[src/rtl/mii_tx_pkg.sv]
`timescale 1ns/1ps
package mii_tx_pkg;

  typedef enum logic [2:0] {
    ST_IDLE,
    ST_PRE,
    ST_SFD,
    ST_BODY,
    ST_PAD,
    ST_FCS,
    ST_IPG
  } tx_state_e;

  localparam logic [7:0]  PRE_BYTE  = 8'h55;
  localparam logic [7:0]  SFD_BYTE  = 8'hD5;
  localparam logic [15:0] VLAN_TPID = 16'h8100;
  localparam logic [31:0] CRC_SEED  = 32'hFFFF_FFFF;
  localparam logic [31:0] CRC_POLY_R = 32'hEDB8_8320;

  // One byte of the reflected CRC-32, bit 0 of the byte first.
  function automatic logic [31:0] crc32_step(input logic [31:0] crc_in,
                                             input logic [7:0]  data);
    logic [31:0] c;
    c = crc_in ^ {24'h0, data};
    for (int i = 0; i < 8; i++) begin
      c = c[0] ? ((c >> 1) ^ CRC_POLY_R) : (c >> 1);
    end
    return c;
  endfunction

  // Byte idx (0..3) of the inserted tag, in wire order.
  function automatic logic [7:0] tag_byte(input logic [1:0]  idx,
                                          input logic [3:0]  prio,
                                          input logic [11:0] vid);
    logic [7:0] b;
    case (idx)
      2'd0:    b = VLAN_TPID[15:8];
      2'd1:    b = VLAN_TPID[7:0];
      2'd2:    b = {prio, vid[11:8]};
      default: b = vid[7:0];
    endcase
    return b;
  endfunction

endpackage

[src/rtl/mii_tx_crc.sv]
`timescale 1ns/1ps
module mii_tx_crc
  import mii_tx_pkg::*;
(
  input  logic        clk,
  input  logic        rst_n,
  input  logic        init,
  input  logic        upd,
  input  logic [7:0]  din,
  output logic [31:0] crc_q,
  output logic [31:0] fcs
);

  always_ff @(posedge clk) begin
    if (!rst_n) begin
      crc_q <= CRC_SEED;
    end else if (init) begin
      crc_q <= CRC_SEED;
    end else if (upd) begin
      crc_q <= crc32_step(crc_q, din);
    end
  end

  assign fcs = ~crc_q;

endmodule

[src/rtl/mii_tx_seq.sv]
`timescale 1ns/1ps
module mii_tx_seq
  import mii_tx_pkg::*;
#(
  parameter int PRE_LEN  = 7,
  parameter int MIN_BODY = 60,
  parameter int TAG_POS  = 12,
  parameter int IPG_NIB  = 24
) (
  input  logic        clk,
  input  logic        rst_n,
  input  logic        nib_en,
  input  logic        s_valid,
  input  logic [7:0]  s_data,
  input  logic        s_last,
  output logic        s_ready,
  input  logic        tag_en,
  input  logic [3:0]  tag_prio,
  input  logic [11:0] tag_vid,
  input  logic [31:0] fcs,
  output logic        crc_init,
  output logic        crc_upd,
  output logic [7:0]  crc_din,
  output logic        in_fcs,
  output logic        nx_en,
  output logic [3:0]  nx_dat,
  output logic        nx_err
);

  localparam int BCW = $clog2(MIN_BODY + 1);
  localparam int IGW = $clog2(IPG_NIB + 1);
  localparam int CW  = $clog2(PRE_LEN + 1);
  localparam logic [BCW-1:0] BODY_MAX = BCW'(MIN_BODY);
  localparam logic [BCW-1:0] BODY_M1  = BCW'(MIN_BODY - 1);
  localparam logic [BCW-1:0] TAG_LO   = BCW'(TAG_POS);
  localparam logic [BCW-1:0] TAG_HI   = BCW'(TAG_POS + 4);
  localparam logic [CW-1:0]  PRE_END  = CW'(PRE_LEN - 1);
  localparam logic [CW-1:0]  FCS_END  = CW'(3);
  localparam logic [IGW-1:0] IPG_END  = IGW'(IPG_NIB - 1);

  tx_state_e      state_q;
  logic           phase_q;
  logic [CW-1:0]  cnt_q;
  logic [BCW-1:0] body_q;
  logic [IGW-1:0] gap_q;
  logic [7:0]     cur_byte_q;
  logic           cur_err_q;
  logic           last_q;
  logic           tag_on_q;
  logic [3:0]     tag_prio_q;
  logic [11:0]    tag_vid_q;

  // Internal events, named for the assertions.
  logic       tag_slot;
  logic       body_done;
  logic       active;
  logic [7:0] slot_byte;
  logic       slot_err;

  assign tag_slot  = (state_q == ST_BODY) && tag_on_q &&
                     (body_q >= TAG_LO) && (body_q < TAG_HI);
  assign body_done = (body_q >= BODY_M1);
  assign active    = (state_q != ST_IDLE) && (state_q != ST_IPG);
  assign s_ready   = nib_en && (state_q == ST_BODY) && !phase_q && !tag_slot;
  assign slot_err  = (state_q == ST_BODY) && !tag_slot && !s_valid;
  assign in_fcs    = (state_q == ST_FCS);

  always_comb begin
    unique case (state_q)
      ST_PRE:  slot_byte = PRE_BYTE;
      ST_SFD:  slot_byte = SFD_BYTE;
      ST_BODY: begin
        if (tag_slot)     slot_byte = tag_byte(2'(body_q - TAG_LO), tag_prio_q, tag_vid_q);
        else if (s_valid) slot_byte = s_data;
        else              slot_byte = 8'h00;
      end
      ST_FCS:  slot_byte = fcs[{cnt_q[1:0], 3'b000} +: 8];
      default: slot_byte = 8'h00;
    endcase
  end

  always_comb begin
    nx_en  = active;
    nx_dat = 4'h0;
    nx_err = 1'b0;
    if (active) begin
      nx_dat = phase_q ? cur_byte_q[7:4] : slot_byte[3:0];
      nx_err = phase_q ? cur_err_q : slot_err;
    end
  end

  assign crc_init = nib_en && (state_q == ST_IDLE) && s_valid;
  assign crc_upd  = nib_en && phase_q &&
                    ((state_q == ST_BODY) || (state_q == ST_PAD));
  assign crc_din  = cur_byte_q;

  always_ff @(posedge clk) begin
    if (!rst_n) begin
      state_q    <= ST_IDLE;
      phase_q    <= 1'b0;
      cnt_q      <= '0;
      body_q     <= '0;
      gap_q      <= '0;
      cur_byte_q <= 8'h00;
      cur_err_q  <= 1'b0;
      last_q     <= 1'b0;
      tag_on_q   <= 1'b0;
      tag_prio_q <= 4'h0;
      tag_vid_q  <= 12'h000;
    end else if (nib_en) begin
      unique case (state_q)
        ST_IDLE: begin
          if (s_valid) begin
            state_q    <= ST_PRE;
            cnt_q      <= '0;
            phase_q    <= 1'b0;
            tag_on_q   <= tag_en;
            tag_prio_q <= tag_prio;
            tag_vid_q  <= tag_vid;
          end
        end
        ST_IPG: begin
          if (gap_q == IPG_END) begin
            state_q <= ST_IDLE;
            gap_q   <= '0;
          end else begin
            gap_q <= gap_q + 1'b1;
          end
        end
        default: begin
          if (!phase_q) begin
            phase_q    <= 1'b1;
            cur_byte_q <= slot_byte;
            cur_err_q  <= slot_err;
            if (s_ready && s_valid && s_last) last_q <= 1'b1;
          end else begin
            phase_q <= 1'b0;
            unique case (state_q)
              ST_PRE: begin
                if (cnt_q == PRE_END) state_q <= ST_SFD;
                else                  cnt_q   <= cnt_q + 1'b1;
              end
              ST_SFD: begin
                state_q <= ST_BODY;
                body_q  <= '0;
                last_q  <= 1'b0;
              end
              ST_BODY: begin
                if (body_q != BODY_MAX) body_q <= body_q + 1'b1;
                if (last_q) begin
                  state_q <= body_done ? ST_FCS : ST_PAD;
                  cnt_q   <= '0;
                end
              end
              ST_PAD: begin
                if (body_q != BODY_MAX) body_q <= body_q + 1'b1;
                if (body_done) begin
                  state_q <= ST_FCS;
                  cnt_q   <= '0;
                end
              end
              ST_FCS: begin
                if (cnt_q == FCS_END) begin
                  state_q <= ST_IPG;
                  gap_q   <= '0;
                end else begin
                  cnt_q <= cnt_q + 1'b1;
                end
              end
              default: state_q <= ST_IDLE;
            endcase
          end
        end
      endcase
    end
  end

  AST_ACCEPT_THEN_HIGH_NIB: assert property (@(posedge clk) disable iff (!rst_n)
    (s_ready && s_valid) |=> phase_q) else $error("accepted byte skipped its high nibble");

  AST_FCS_AFTER_MIN_BODY: assert property (@(posedge clk) disable iff (!rst_n)
    (state_q == ST_FCS) |-> (body_q == BODY_MAX)) else $error("check bytes before minimum body");

endmodule

[src/rtl/mii_tx_nib.sv]
`timescale 1ns/1ps
module mii_tx_nib #(
  parameter int IPG_NIB = 24
) (
  input  logic       clk,
  input  logic       rst_n,
  input  logic       nib_en,
  input  logic       nx_en,
  input  logic [3:0] nx_dat,
  input  logic       nx_err,
  output logic [3:0] txd,
  output logic       tx_en,
  output logic       tx_er
);

  localparam int IGW = $clog2(IPG_NIB + 1);
  localparam logic [IGW-1:0] GAP_MAX = IGW'(IPG_NIB);

  logic [IGW-1:0] idle_cnt_q;
  logic           frame_start;

  assign frame_start = nib_en && nx_en && !tx_en;

  always_ff @(posedge clk) begin
    if (!rst_n) begin
      txd        <= 4'h0;
      tx_en      <= 1'b0;
      tx_er      <= 1'b0;
      idle_cnt_q <= GAP_MAX;
    end else if (nib_en) begin
      txd   <= nx_dat;
      tx_en <= nx_en;
      tx_er <= nx_err;
      if (tx_en)                    idle_cnt_q <= '0;
      else if (idle_cnt_q != GAP_MAX) idle_cnt_q <= idle_cnt_q + 1'b1;
    end
  end

  AST_HOLD_NO_TICK: assert property (@(posedge clk) disable iff (!rst_n)
    !nib_en |=> $stable({txd, tx_en, tx_er})) else $error("line changed without enable");

  AST_ERR_INSIDE_FRAME: assert property (@(posedge clk) disable iff (!rst_n)
    tx_er |-> tx_en) else $error("error marked outside frame");

  AST_GAP_MIN: assert property (@(posedge clk) disable iff (!rst_n)
    frame_start |-> (idle_cnt_q == GAP_MAX)) else $error("interframe gap too short");

endmodule

[src/rtl/mii_frame_tx.sv]
`timescale 1ns/1ps
module mii_frame_tx #(
  parameter int PRE_LEN  = 7,
  parameter int MIN_BODY = 60,
  parameter int TAG_POS  = 12,
  parameter int IPG_NIB  = 24
) (
  input  logic        clk,
  input  logic        rst_n,
  input  logic        nib_en,
  input  logic        s_valid,
  input  logic [7:0]  s_data,
  input  logic        s_last,
  output logic        s_ready,
  input  logic        tag_en,
  input  logic [3:0]  tag_prio,
  input  logic [11:0] tag_vid,
  output logic [3:0]  txd,
  output logic        tx_en,
  output logic        tx_er
);

  logic        crc_init;
  logic        crc_upd;
  logic [7:0]  crc_din;
  logic [31:0] crc_q;
  logic [31:0] fcs;
  logic        in_fcs;
  logic        nx_en;
  logic [3:0]  nx_dat;
  logic        nx_err;

  mii_tx_seq #(
    .PRE_LEN (PRE_LEN),
    .MIN_BODY(MIN_BODY),
    .TAG_POS (TAG_POS),
    .IPG_NIB (IPG_NIB)
  ) seq_i (
    .clk     (clk),
    .rst_n   (rst_n),
    .nib_en  (nib_en),
    .s_valid (s_valid),
    .s_data  (s_data),
    .s_last  (s_last),
    .s_ready (s_ready),
    .tag_en  (tag_en),
    .tag_prio(tag_prio),
    .tag_vid (tag_vid),
    .fcs     (fcs),
    .crc_init(crc_init),
    .crc_upd (crc_upd),
    .crc_din (crc_din),
    .in_fcs  (in_fcs),
    .nx_en   (nx_en),
    .nx_dat  (nx_dat),
    .nx_err  (nx_err)
  );

  mii_tx_crc crc_i (
    .clk  (clk),
    .rst_n(rst_n),
    .init (crc_init),
    .upd  (crc_upd),
    .din  (crc_din),
    .crc_q(crc_q),
    .fcs  (fcs)
  );

  mii_tx_nib #(
    .IPG_NIB(IPG_NIB)
  ) nib_i (
    .clk   (clk),
    .rst_n (rst_n),
    .nib_en(nib_en),
    .nx_en (nx_en),
    .nx_dat(nx_dat),
    .nx_err(nx_err),
    .txd   (txd),
    .tx_en (tx_en),
    .tx_er (tx_er)
  );

  AST_CRC_FROZEN_IN_FCS: assert property (@(posedge clk) disable iff (!rst_n)
    (in_fcs && $past(in_fcs)) |-> $stable(crc_q)) else $error("CRC moved while sending check bytes");

endmodule

[config.mk]
export PLATFORM = sky130hd
export DESIGN_NAME = mii_frame_tx
export DESIGN_NICKNAME = d
export VERILOG_FILES = /design/src/rtl/mii_tx_pkg.sv /design/src/rtl/mii_tx_crc.sv /design/src/rtl/mii_tx_seq.sv /design/src/rtl/mii_tx_nib.sv /design/src/rtl/mii_frame_tx.sv
export SDC_FILE = /design/constraint.sdc
export NUM_CORES = 1
export LEC_CHECK = 0
export BUFFER_PORTS_ARGS = -buffer_cell sky130_fd_sc_hd__buf_2
export CAP_MARGIN = 20
export CORE_MARGIN = 3
export CORE_UTILIZATION = 55
export CTS_CLUSTER_SIZE = 25
export DETAILED_ROUTE_END_ITERATION = 10
export GPL_TIMING_DRIVEN = 0
export PLACE_DENSITY = 0.76
export SLEW_MARGIN = 20
export SYNTH_ARGS = -nofsm -noshare
export SYNTH_HDL_FRONTEND = slang
export SYNTH_SLANG_ARGS = --single-unit
export TNS_END_PERCENT = 10
[constraint.sdc]
create_clock -name clk -period 2 [get_ports clk]
set_input_delay 0.4 -clock clk [delete_from_list [all_inputs] [get_ports clk]]
set_output_delay 0.4 -clock clk [all_outputs]
set_load 0.01 [all_outputs]
==> impl_results.md <==
* Outcome: complete, no violations
* Htree depth at 3
* Antenna-violating nets left at 0
* Ports at 37
* Crit end category: flip-flop
* Clk slew on worst S/H paths at 0.09 ns
* Post-route clock skew at 0.0108 ns
* Yosys cell types at 56
* Die W at 101 µm
* GRT Total Usage at 0.254
* Fin nets at between 600 and 700
* Initial Util at 0.567
* Post-synth EDFFs at 0
* Warnings from Yosys at 0
* Setup-failing EPs final at 0
* Vias per cell at 5.96
* Setup crit start kind: flip-flop
* Hold buffers post-CTS at 0
* FP Rows at 34
* Mapped Cells at 527
* Pwr/cell area at 614 mW/mm²
* Clock Latency Late Sink at 0.35 ns
* Clock root buffer: clkbuf_8
* Post-synthesis register bit count at 83
* Port buffer count at 36
* CTS tree: yes
* Mean Syn Cell Area at 9.42 µm²
* First-pass GRT wire length at between 20 and 25 mm
* Largest net degree at the start of global routing at 15
* Core ar. at 0.00876 mm²
* DIE AREA at 0.0102 mm²
* Final WL at 12.5 mm
* Synth Net Count at 564
* Clock sinks at 83
* Max-cap violations at 0
* Tot Pwr at approximately 3.5 mW
* CTS Buf Count at 9
* IR Drop Worst-Case VDD at between 0.0003 and 0.0004 V
* Most frequently used flop master after synthesis: dfxtp_1
* Register area at 0.00168 mm²
* Setup TNS at 0 ns
* Vias in the first global route at 4,020
* Multi-input gate area at 0.00322 mm²
* Max Root-Sink Buffers at 2
* Die height at 101 µm
* Crit share post-route at 0.998
* Min Tclk post-route at between 1.5 and 2 ns
* WL/cell at 18.1 µm
* Total gr overflow at 0
* Asr flop ratio synth at 0
* Slew @ Worst Pin at 0.634 ns
* Placer Congestion at 0.910
* Slew HR at 0.577
* Filler Cells Inserted at 711
* Cell Area, Synth at roughly 0.005 mm²
* Req. time, crit path at 2.29 ns
* P&R area growth vs syn at 15.1%
* Fin. Hold Viols at 0
* CP Max Fanout at 10
* Worst hold path type: input port to flip-flop
* N_diodes at 0
* Crit Path Class: flip-flop to flip-flop
* Critical Path AT at about 2.3 ns
* DRC at 0
* RSZ-0062 raised after global routing: true
* Fmax at 501 MHz
* Initial antenna violation count at 0
* Hpwl dp at 9.35 mm
* Vias at approximately 4,100
* Sequential area share after synthesis at 0.335
* TritonRoute pass-1 iters at 5
* Share of cells above drive strength 1 at 0.279
* Initial drt markers at 288
* Final slew viol count at 0
* Leak at 2.41 nW
-- power breakdown --
part	total (mW)	internal (mW)	switching, mW
clock	1.26	0.612	0.648
sequential	1.71	1.68	0.0233
combinational	0.540	0.225	0.315
-- final timing paths --
check	from	end	slack [ns]	depth (start not counted)
setup / recovery	seq_i.state_q[2]	crc_i.crc_q[12]	0.003	8
hold / removal	tag_prio[2]	seq_i.tag_prio_q[2]	0.27	3
setup reg to reg	seq_i.state_q[2]	crc_i.crc_q[12]	0.003	8
hold reg to reg	seq_i.cur_err_q	seq_i.cur_err_q	0.47	2
-- logic make-up (layout without fill, tap and decap cells) --
logic type,after synthesis,count (layout),share of synthesized area
xor+xnor,72,72,0.164
buf+inv,44,102,0.0438
compound gates,139,139,0.212
fa+ha+maj,7,7,0.0176
flops,83,83,0.335
simple gates,153,153,0.150
mux,29,29,0.0789
-- metrics by stage --
stage / hold slack, ns / area (µm²) / utilization / instances / setup WS, ns
6_report: 0.271 / 5710 / 0.652 / 693 / 0.00319
5_1_grt: 0.265 / 5710 / 0.652 / 693 / -0.0417
4_1_cts: 0.265 / 5560 / 0.635 / 689 / -0.0587
3_5_place_dp: 0.458 / 5280 / 0.603 / 671 / -0.325
3_3_place_gp: 0.445 / 5280 / 0.603 / 671 / -0.246
2_1_floorplan: 0.437 / 4970 / - / 527 / 0.0761
-- layout by cell type, fill, tap and decap left out, drive strengths merged, types with 4 or more instances in the layout --
master	n
nor2b	9
mux2i	20
nand2	63
ha	7
xnor2	47
xor2	23
a31oi	4
o21ai	18
a21oi	45
dfxtp	83
nand3b	6
nor2	36
o211ai	41
o2111ai	4
mux4	8
buf	55
clkinv	5
nand2b	6
or4	4
inv	7
and2	6
a21o	9
clkbuf	33
-- cell usage after synthesis (4+ instances only) --
cell type / count / share of area
dfxtp_1: 83 / 0.33
nand2_1: 63 / 0.048
a21oi_1: 44 / 0.044
nor2_1: 36 / 0.027
xnor2_1: 34 / 0.060
o211ai_2: 30 / 0.076
clkbuf_1: 24 / 0.018
xor2_1: 23 / 0.041
mux2i_1: 20 / 0.040
o21ai_0: 17 / 0.017
o211ai_1: 11 / 0.017
a21o_1: 9 / 0.014
nor2b_1: 9 / 0.011
mux4_2: 8 / 0.036
xnor2_2: 8 / 0.026
ha_1: 7 / 0.018
inv_1: 7 / 0.0053
and2_1: 6 / 0.0076
buf_2: 6 / 0.0060
buf_6: 6 / 0.014
nand2b_1: 6 / 0.0076
nand3b_1: 6 / 0.0091
xnor2_4: 5 / 0.028
a31oi_1: 4 / 0.0050
o2111ai_1: 4 / 0.0071
or4_1: 4 / 0.0060
-- metal layers --
layer	part of all wire	track usage	up-vias
met5	0	0	-
met4	0.018	0.0818	0
met3	0.051	0.0346	18
met2	0.47	0.397	124
met1	0.46	0.362	2012
li1	-	-	1978
-- critical path, cell delays in order (launching register included) --
cell      delay, ns
dfxtp_1        0.32
buf_6          0.13
or3b_1         0.40
or3b_1         0.41
buf_6          0.15
and2_1         0.16
buf_6          0.13
buf_6          0.16
o211ai_2       0.07
-- layout make-up --
cell class	instances	share of cell area
buffer	35	0.0385
clock buffer	10	0.0241
clock inverter	6	0.0114
inverter	8	0.00526
multi-input combinational	400	0.563
sequential	83	0.293
tap	108	0.0236
timing repair buffer	43	0.0407
-- repair_timing --
action | in CTS | in global routing
endpoints found under the setup margin | 45 | 64
resized for setup | 20 | 43
buffers inserted | 3 | 4
endpoints found under the hold margin | 0 | 0
pin swaps | 2 | 5
-- state kept, by name, indices dropped and copies added, names as in the netlist, 3 cells and up --
| name | cells |
|---|---|
| crc_i.crc_q | 32 |
| seq_i.tag_prio_q | 4 |
| nib_i.txd | 4 |
| seq_i.tag_vid_q | 12 |
| seq_i.crc_din | 8 |
| seq_i.state_q | 3 |
| seq_i.gap_q | 5 |
| seq_i.cnt_q | 3 |
| seq_i.body_q | 6 |
(Power assumes the default switching activity.)
